## src/rtl/sync_shift_pkg.sv

```systemverilog
package sync_shift_pkg;
  typedef enum logic [1:0] {
    ST_IDLE = 2'd0,
    ST_TX   = 2'd1,
    ST_RX   = 2'd2
  } sync_state_e;
endpackage

```

## src/rtl/sync_bit_timer.sv

```systemverilog
module sync_bit_timer #(
  parameter int DATA_W  = 8,
  parameter int CLK_DIV = 12
) (
  input  logic clk_i,
  input  logic rst_ni,
  input  logic run_i,
  output logic sample_o,
  output logic bit_end_o,
  output logic last_bit_o,
  output logic sclk_o
);
  localparam int HALF  = CLK_DIV / 2;
  localparam int CNT_W = (CLK_DIV > 1) ? $clog2(CLK_DIV) : 1;
  localparam int BIT_W = (DATA_W > 1) ? $clog2(DATA_W) : 1;

  logic [CNT_W-1:0] cnt_q;
  logic [BIT_W-1:0] bit_q;

  assign bit_end_o  = run_i && (cnt_q == CNT_W'(CLK_DIV - 1));
  assign sample_o   = run_i && (cnt_q == CNT_W'(HALF - 1));
  assign last_bit_o = (bit_q == BIT_W'(DATA_W - 1));
  assign sclk_o     = !run_i || (cnt_q >= CNT_W'(HALF));

  always_ff @(posedge clk_i or negedge rst_ni) begin
    if (!rst_ni) begin
      cnt_q <= '0;
      bit_q <= '0;
    end else if (!run_i) begin
      cnt_q <= '0;
      bit_q <= '0;
    end else if (bit_end_o) begin
      cnt_q <= '0;
      bit_q <= bit_q + BIT_W'(1);
    end else begin
      cnt_q <= cnt_q + CNT_W'(1);
    end
  end
endmodule

```

## src/rtl/sync_shifter.sv

```systemverilog
module sync_shifter #(
  parameter int DATA_W = 8
) (
  input  logic              clk_i,
  input  logic              rst_ni,
  input  logic              load_i,
  input  logic [DATA_W-1:0] load_data_i,
  input  logic              shift_out_i,
  input  logic              shift_in_i,
  input  logic              in_bit_i,
  output logic [DATA_W-1:0] q_o
);
  logic [DATA_W-1:0] q_q;
  assign q_o = q_q;

  always_ff @(posedge clk_i or negedge rst_ni) begin
    if (!rst_ni)          q_q <= '0;
    else if (load_i)      q_q <= load_data_i;
    else if (shift_in_i)  q_q <= {in_bit_i, q_q[DATA_W-1:1]};
    else if (shift_out_i) q_q <= {1'b0, q_q[DATA_W-1:1]};
  end
endmodule

```

## src/rtl/sync_shift_port.sv

```systemverilog
module sync_shift_port
  import sync_shift_pkg::*;
#(
  parameter int DATA_W  = 8,
  parameter int CLK_DIV = 12
) (
  input  logic              clk_i,
  input  logic              rst_ni,
  input  logic              wr_i,
  input  logic [DATA_W-1:0] wr_data_i,
  input  logic              rx_en_i,
  input  logic              tx_clr_i,
  input  logic              rx_clr_i,
  input  logic              sdata_i,
  output logic              sdata_o,
  output logic              sdata_oe_o,
  output logic              sclk_o,
  output logic [DATA_W-1:0] rx_data_o,
  output logic              tx_done_o,
  output logic              rx_done_o
);
  sync_state_e       state_q;
  logic              run, sample, bit_end, last_bit, finish;
  logic              tx_start, rx_start;
  logic              tx_flag_q, rx_flag_q;
  logic [DATA_W-1:0] shreg, rx_buf_q;

  assign run      = (state_q != ST_IDLE);
  assign tx_start = (state_q == ST_IDLE) && wr_i;
  // transmit wins a same-cycle tie
  assign rx_start = (state_q == ST_IDLE) && !wr_i && rx_en_i && !rx_flag_q;
  assign finish   = bit_end && last_bit;

  sync_bit_timer #(.DATA_W(DATA_W), .CLK_DIV(CLK_DIV)) u_timer (
    .clk_i      (clk_i),
    .rst_ni     (rst_ni),
    .run_i      (run),
    .sample_o   (sample),
    .bit_end_o  (bit_end),
    .last_bit_o (last_bit),
    .sclk_o     (sclk_o)
  );

  sync_shifter #(.DATA_W(DATA_W)) u_shift (
    .clk_i       (clk_i),
    .rst_ni      (rst_ni),
    .load_i      (tx_start),
    .load_data_i (wr_data_i),
    .shift_out_i ((state_q == ST_TX) && bit_end),
    .shift_in_i  ((state_q == ST_RX) && sample),
    .in_bit_i    (sdata_i),
    .q_o         (shreg)
  );

  always_ff @(posedge clk_i or negedge rst_ni) begin
    if (!rst_ni) begin
      state_q   <= ST_IDLE;
      tx_flag_q <= 1'b0;
      rx_flag_q <= 1'b0;
      rx_buf_q  <= '0;
    end else begin
      if (tx_clr_i) tx_flag_q <= 1'b0;
      if (rx_clr_i) rx_flag_q <= 1'b0;
      unique case (state_q)
        ST_IDLE: begin
          if (tx_start)      state_q <= ST_TX;
          else if (rx_start) state_q <= ST_RX;
        end
        ST_TX: if (finish) begin
          state_q   <= ST_IDLE;
          tx_flag_q <= 1'b1;
        end
        ST_RX: if (finish) begin
          state_q   <= ST_IDLE;
          rx_flag_q <= 1'b1;
          rx_buf_q  <= shreg;
        end
        default: state_q <= ST_IDLE;
      endcase
    end
  end

  assign sdata_o    = shreg[0];
  assign sdata_oe_o = (state_q == ST_TX);
  assign rx_data_o  = rx_buf_q;
  assign tx_done_o  = tx_flag_q;
  assign rx_done_o  = rx_flag_q;
endmodule

```

## config.mk

```make
export PLATFORM = sky130hd
export DESIGN_NAME = sync_shift_port
export DESIGN_NICKNAME = d
export VERILOG_FILES = /design/src/rtl/sync_shift_pkg.sv /design/src/rtl/sync_bit_timer.sv /design/src/rtl/sync_shifter.sv /design/src/rtl/sync_shift_port.sv
export SDC_FILE = /design/constraint.sdc
export NUM_CORES = 1
export LEC_CHECK = 0
export BUFFER_PORTS_ARGS = -buffer_cell sky130_fd_sc_hd__buf_2
export CORE_UTILIZATION = 48
export CTS_CLUSTER_SIZE = 40
export DETAILED_ROUTE_END_ITERATION = 16
export GPL_TIMING_DRIVEN = 0
export PLACE_DENSITY_LB_ADDON = 0.15
export SETUP_SLACK_MARGIN = 0.1
export SLEW_MARGIN = 10
export SYNTH_ARGS = -nofsm -noshare
export SYNTH_HDL_FRONTEND = slang
export SYNTH_HIERARCHICAL = 1
export SYNTH_SLANG_ARGS = --single-unit
```

## constraint.sdc

```tcl
create_clock -name clk_i -period 2.1 [get_ports clk_i]
set_clock_uncertainty 0.2 [all_clocks]
set_input_delay 0.105 -clock clk_i [delete_from_list [all_inputs] [get_ports clk_i]]
set_output_delay 0.105 -clock clk_i [all_outputs]
set_load 0.03 [all_outputs]
```

Yosys cells after proc, flatten, opt, wreduce, memory -nomap -nowiden:

Cells that the tools add are included.

* register bits: 27
* bits of input ports: 15
* output and inout port bits: 13
* word-level logic and storage cells: 54

* add/subtract/negate cells: 2
* $lt $le $gt $ge: 1
* equal/unequal tests: 8
* muxes and demuxes: 17
* reductions and logical operators: 19

Operators by type and width (count)
* two-way mux 8 bit: 3
* logical AND 1 bit: 9
* two-way mux 4 bit: 2
* two-way mux 1 bit: 6
* two-way mux 2 bit: 3
* two-way mux 3 bit: 2
* adder 4 x 1 -> 4 bit, second input constant: 1
* equality test 4 x 3 -> 1 bit, second input constant: 1
* equality test 4 bit, second input constant: 1
* greater-or-equal comparator 4 x 3 -> 1 bit, second input constant: 1
* case mux 2 bit (2 select lines): 1
* AND reduction 2 bit: 2
* adder 3 x 1 -> 3 bit, second input constant: 1
* equality test 3 bit, second input constant: 1
* zero test 1 bit: 3
* != test 3 bit, second input constant: 1
* nonzero test 3 bit: 1
* equality test 2 x 1 -> 1 bit, second input constant: 1
* equality test 2 bit, second input constant: 1
* zero test 2 bit: 1
* != test 2 x 1 -> 1 bit, second input constant: 1
* != test 2 bit, second input constant: 1
* nonzero test 2 bit: 1
* OR reduction 2 bit: 1
* logical OR 1 bit: 1

Depth between registers and ports, before layout:

* word-level depth: 7
* gate-level depth with buffers: 11
* mapped depth without buffers: 9

Modules after synthesis:

The synthesis kept the hierarchy.

By module, submodules not included
* sync_shift_port: instances 1, cells an instance 42, area an instance 545.5 µm², sequential area each 300.3 µm²
* sync_shifter: instances 1, cells an instance 39, area an instance 445.4 µm², sequential area each 200.2 µm²
* sync_bit_timer: instances 1, cells an instance 36, area an instance 381.6 µm², sequential area each 175.2 µm²

Least setup slack after synthesis:

No wires, ideal clock.

* path type: register to register
* from: register state_q[0]
* to: register u_shift.q_q[3], in the netlist u_shift/q_o[3]
* setup time: 0.126 ns
* arrival time: 1.926 ns
* data required time: 1.774 ns
* slack: -0.152 ns
* cell stages (with the launch flop): 12
* path buffers: 2
* clock period less this slack: 2.252 ns
* path through: dfrtp_1 > inv_1 > ha_1 > inv_1 > inv_1 > nor2_1 > and3_1 > and2_1 > buf_4 > or2_1 > buf_6 > a221o_1

* cells in the longest elaborated chain, start to end: 5
* elaborated cells on any way between the ends: 12
* classes of those cells: eq/ne: 2; mux: 2; reduce/logical: 8

RTL lines
* start: declaration: RTL line sync_shift_port.sv:22 `sync_state_e state_q;`
* start signal: assignment: RTL line sync_shift_port.sv:57 `state_q <= ST_IDLE;`
* start signal: assignment: RTL line sync_shift_port.sv:66 `if (tx_start) state_q <= ST_TX;`
* start signal: assignment: RTL line sync_shift_port.sv:67 `else if (rx_start) state_q <= ST_RX;`
* nonzero test 2 bit (*): RTL line sync_shift_port.sv:28 `assign run = (state_q != ST_IDLE);`
* named net run: RTL line sync_shift_port.sv:23 `logic run, sample, bit_end, last_bit, finish;`
* logical AND 1 bit (*): RTL line sync_bit_timer.sv:21 `assign sample_o = run_i && (cnt_q == CNT_W'(HALF - 1));`
* named net sample: RTL line sync_shift_port.sv:23
* logical AND 1 bit (*): RTL line sync_shift_port.sv:50 `.shift_in_i ((state_q == ST_RX) && sample),`
* two-way mux 8 bit: RTL line sync_shifter.sv:19 `else if (shift_in_i) q_q <= {in_bit_i, q_q[DATA_W-1:1]};`
* two-way mux 8 bit: RTL line sync_shifter.sv:18 `else if (load_i) q_q <= load_data_i;`
* end signal: assignment: RTL line sync_shifter.sv:18
* end signal: assignment: RTL line sync_shifter.sv:19
* end signal: assignment: RTL line sync_shifter.sv:20 `else if (shift_out_i) q_q <= {1'b0, q_q[DATA_W-1:1]};`
* end: declaration: RTL line sync_shifter.sv:13 `logic [DATA_W-1:0] q_q;`

Mark *: on every way through the listed nets, which the timed path passes. The rest lies on a longest branch.
A chain may end at the register's enable or synchronous reset.

Worst setup path after layout:

* from: register state_q[1]
* to: register u_shift.q_q[5], in the netlist u_shift/q_o[5]

The elaborated chain is that of the path after synthesis.

==> impl_results.md <==
- CP top delay family: simple AND/OR/NAND/NOR gates
- Worst setup path class: flip-flop to flip-flop
- Root Driver: clkbuf_4
- Hold Crit Class: primary input to asynchronous set/reset pin
- Yosys top cell by area: dfrtp_1
- Distinct cells, synth: 32
- Placement-stage cell area: about 0.0016 mm^2
- Synthesized net count: 140
- DRT antenna net count: 0
- Final Power: between 0.8 and 0.9 mW
- Most frequent cells in the layout: 27 x buf_2, 27 x dfrtp_1, 18 x buf_4
- Die height: about 55 um
- Async S/R FF share, synth: 1.00
- Critical path endpoint category: flip-flop
- HPWL Detailed: between 1500 and 2000 um
- Initial drt markers: 18
- First-pass GRT wire length: 5260 um
- Vias in the first global route: ~1200
- Flops & latches, synth: 27
- Worst endpoint required time: 2.11 ns
- Largest net degree at the start of global routing: 28
- P per Cell Area: 418 mW/mm^2
- Sw Pwr: approximately 0.17 mW
- Clock Sinks: 27
- Clock share of power: 0.275
- CTS Buf Count: 3
- Syn Inst Count: 117
- Post-synth EDFFs: 0
- Tcrit/Tclk final: 1.00
- Top cell type's share of synthesized area: 0.492
- CORE AREA: about 0.0027 mm^2
- Via count: 1117
- Dominant synthesized flop cell: dfrtp_1
- Drt via density: 5.32
- Ys Warns: 6
- Layout area overhead: 39.8%
- Combinational share of power: 0.069
- Leakage power: 1.03 nW
- Cells after DPL: 175
- Initial antenna violation count: 0
- Final Non-Filler Cells: 210
- Worst path arrival time: around 2.1 ns
- Seq/Total Area, Yosys: 0.492
- Mapped Area: ~0.0014 mm^2
- Layout cell share with drive strength beyond 1: 0.430
- Die width: about 55 um
- Setup crit start kind: flip-flop
- Ranking of synthesized cells by area: dfrtp_1 49%, ha_1 7.3%, mux2_2 6.6%, a221o_1 5.1%, nor4b_1 4.5%
- CTS Buffer Depth: 2
- Routed WL: roughly 3200 um
- CTS H-Tree Depth: 1
- Critical path's slowest cell: dfrtp_1
- Critical Path, Cell by Cell: inv_2 -> ha_4 -> inv_4 -> inv_4 -> nor2_4 -> and3_4 -> and2_4 -> or2_1 -> buf_6 -> a221o_1
- Switching share of total power: 0.215
- I/O Pins: 28
- Nets@finish: around 200
- CTS tree: built
- Final hold violation count: 0
- Peak VDD IR: between 0.0004 and 0.0005 V
- Post-layout minimum cycle time: between 2 and 2.5 ns
- Initial Util: 0.502
- DR WL/cell: roughly 15 um
- Fmax achieved: 0.474 GHz
- Unrepaired setup endpoints after global routing: true
- Setup TNS Final: -0.0111 ns
- Post-route DRC: 0
- Cell Int Power: about 0.63 mW
- Max_cap viols: 0
- Grt ovf: 0
- CP max FO: 7
- Endpoints failing setup: 2
- PnR worst setup slack: -0.0102 ns
- Critical path buffers and inverters: 4
- Inserted Diodes: 0
- Final slew viol count: 0
- Worst hold slack: 0.107 ns
- Failing checks: setup timing
- Worst path max stage delay: 0.43 ns
- Global Route Usage Sum: 0.217
- Reg power frac: 0.657
- Pre-antenna DRT Iters: 4
- Rows: 19
- Outcome: finished, violations left
- Die ar.: about 0.0031 mm^2
- Slew headroom: 0.609
- Worst-Skew Late Latency: between 0.3 and 0.4 ns
- Post-route cell area: 0.00192 mm^2
- Number of port buffers: 27
- Slew @ Worst Pin: 0.587 ns
- Reg clk slew, reported paths: 0.14 ns
- CP dominant cell by count: inv_4
- Routability-driven placement congestion ratio: between 0.7 and 0.8
- Avg Inst Size Synth: between 10 and 15 um^2
cells in the mapped netlist, drive strengths merged, types with 2 or more instances:
cell and n:
and2 3, or3b 2, nor2b 9, ha 8, o21ai 5, buf 4
nor4b 7, inv 8, and3 2, nand3 2, mux2 8, nor2 8
nand2 2, a21oi 2, mux2i 3, dfrtp 27, a221o 7
worst reg2reg max path, cell delays in order (launching register included):
cell,delay (ns)
dfrtp_1,0.43
inv_2,0.09
ha_4,0.14
inv_4,0.05
inv_4,0.08
nor2_4,0.04
and3_4,0.18
and2_4,0.14
or2_1,0.23
buf_6,0.14
a221o_1,0.31
registers in the layout (all words and copies together), names as in the netlist:
| signal | flops |
|---|---|
| u_shift/q_o | 8 |
| tx_done_o | 1 |
| state_q | 2 |
| u_timer/bit_q | 3 |
| rx_done_o | 1 |
| rx_data_o | 8 |
| u_timer/cnt_q | 4 |
cells by family (layout without fill, tap and decap cells):
| family | after synthesis | after routing | synth area share |
|---|---|---|---|
| XOR/XNOR | 1 | 1 | 0.00638 |
| buffers and inverters | 13 | 75 | 0.0501 |
| AO/OA/AOI/OAI | 19 | 19 | 0.106 |
| adder cells (fa/ha/maj) | 8 | 8 | 0.0729 |
| AND/OR/NAND/NOR | 38 | 38 | 0.185 |
| flip-flops | 27 | 27 | 0.492 |
| multiplexers | 11 | 11 | 0.0875 |
layout make-up:
type | instances | area [um^2]
flip-flops and latches | 27 | 676
well taps | 31 | 38.8
inverters | 8 | 35.0
multi-input cells | 77 | 698
fillers | 193 | 815
plain buffers | 4 | 31.3
clock inverters | 1 | 5.00
clock buffers | 3 | 22.5
repair buffers | 59 | 413
stage by stage:
| step | worst slack (ns) | util |
|---|---|---|
| final | -0.0102 | 0.702 |
| after global routing | -0.0574 | 0.702 |
| after CTS | -0.0805 | 0.686 |
| after detailed placement | -0.199 | 0.570 |
| after global placement | -0.150 | 0.570 |
| after floorplan | -0.0290 | - |
power groups by stage:
stage                     clock, mW  combinational (mW)  sequential, mW
after floorplan                   0             0.00953           0.535
after global placement            0              0.0331           0.536
after detailed placement          0              0.0335           0.536
after CTS                     0.236              0.0548           0.527
after global routing          0.257              0.0607           0.528
final                         0.220              0.0551           0.527
layer usage:
layer / global-route usage / part of all wire / wire [um] / up-vias
met5: 0 / 0 / 0 / -
met4: 0.0607 / 0.015 / 48 / 0
met3: 0.0328 / 0.023 / 74 / 7
met2: 0.392 / 0.53 / 1660 / 22
met1: 0.267 / 0.43 / 1380 / 548
li1: - / - / - / 540
what timing repair did:
item | CTS | global route
endpoints found under the hold margin | 38 | 0
setup buffers | 14 | 4
pin swaps | 9 | 10
endpoints found under the setup margin | 8 | 9
hold buffers | 14 | 0
gates resized for setup | 11 | 6
final timing paths:
check | start | endpoint | slack [ns] | cells past startpoint
max in group asynchronous | rst_ni | u_timer/cnt_q[0]$_DFF_PN0_ | 1.21 | 2
worst max-delay path | state_q[1]$_DFFE_PN0P_ | u_shift/q_o[5]$_DFFE_PN0P_ | -0.01 | 10
worst max register to register | state_q[1]$_DFFE_PN0P_ | u_shift/q_o[5]$_DFFE_PN0P_ | -0.01 | 10
worst min-delay path | rst_ni | rx_done_o$_DFF_PN0_ | 0.11 | 2
min in group clk_i | tx_clr_i | tx_done_o$_DFF_PN0_ | 0.29 | 3
worst min register to register | rx_data_o[4]$_DFFE_PN0P_ | rx_data_o[4]$_DFFE_PN0P_ | 0.32 | 1
Power figures use the tool's default switching activity.
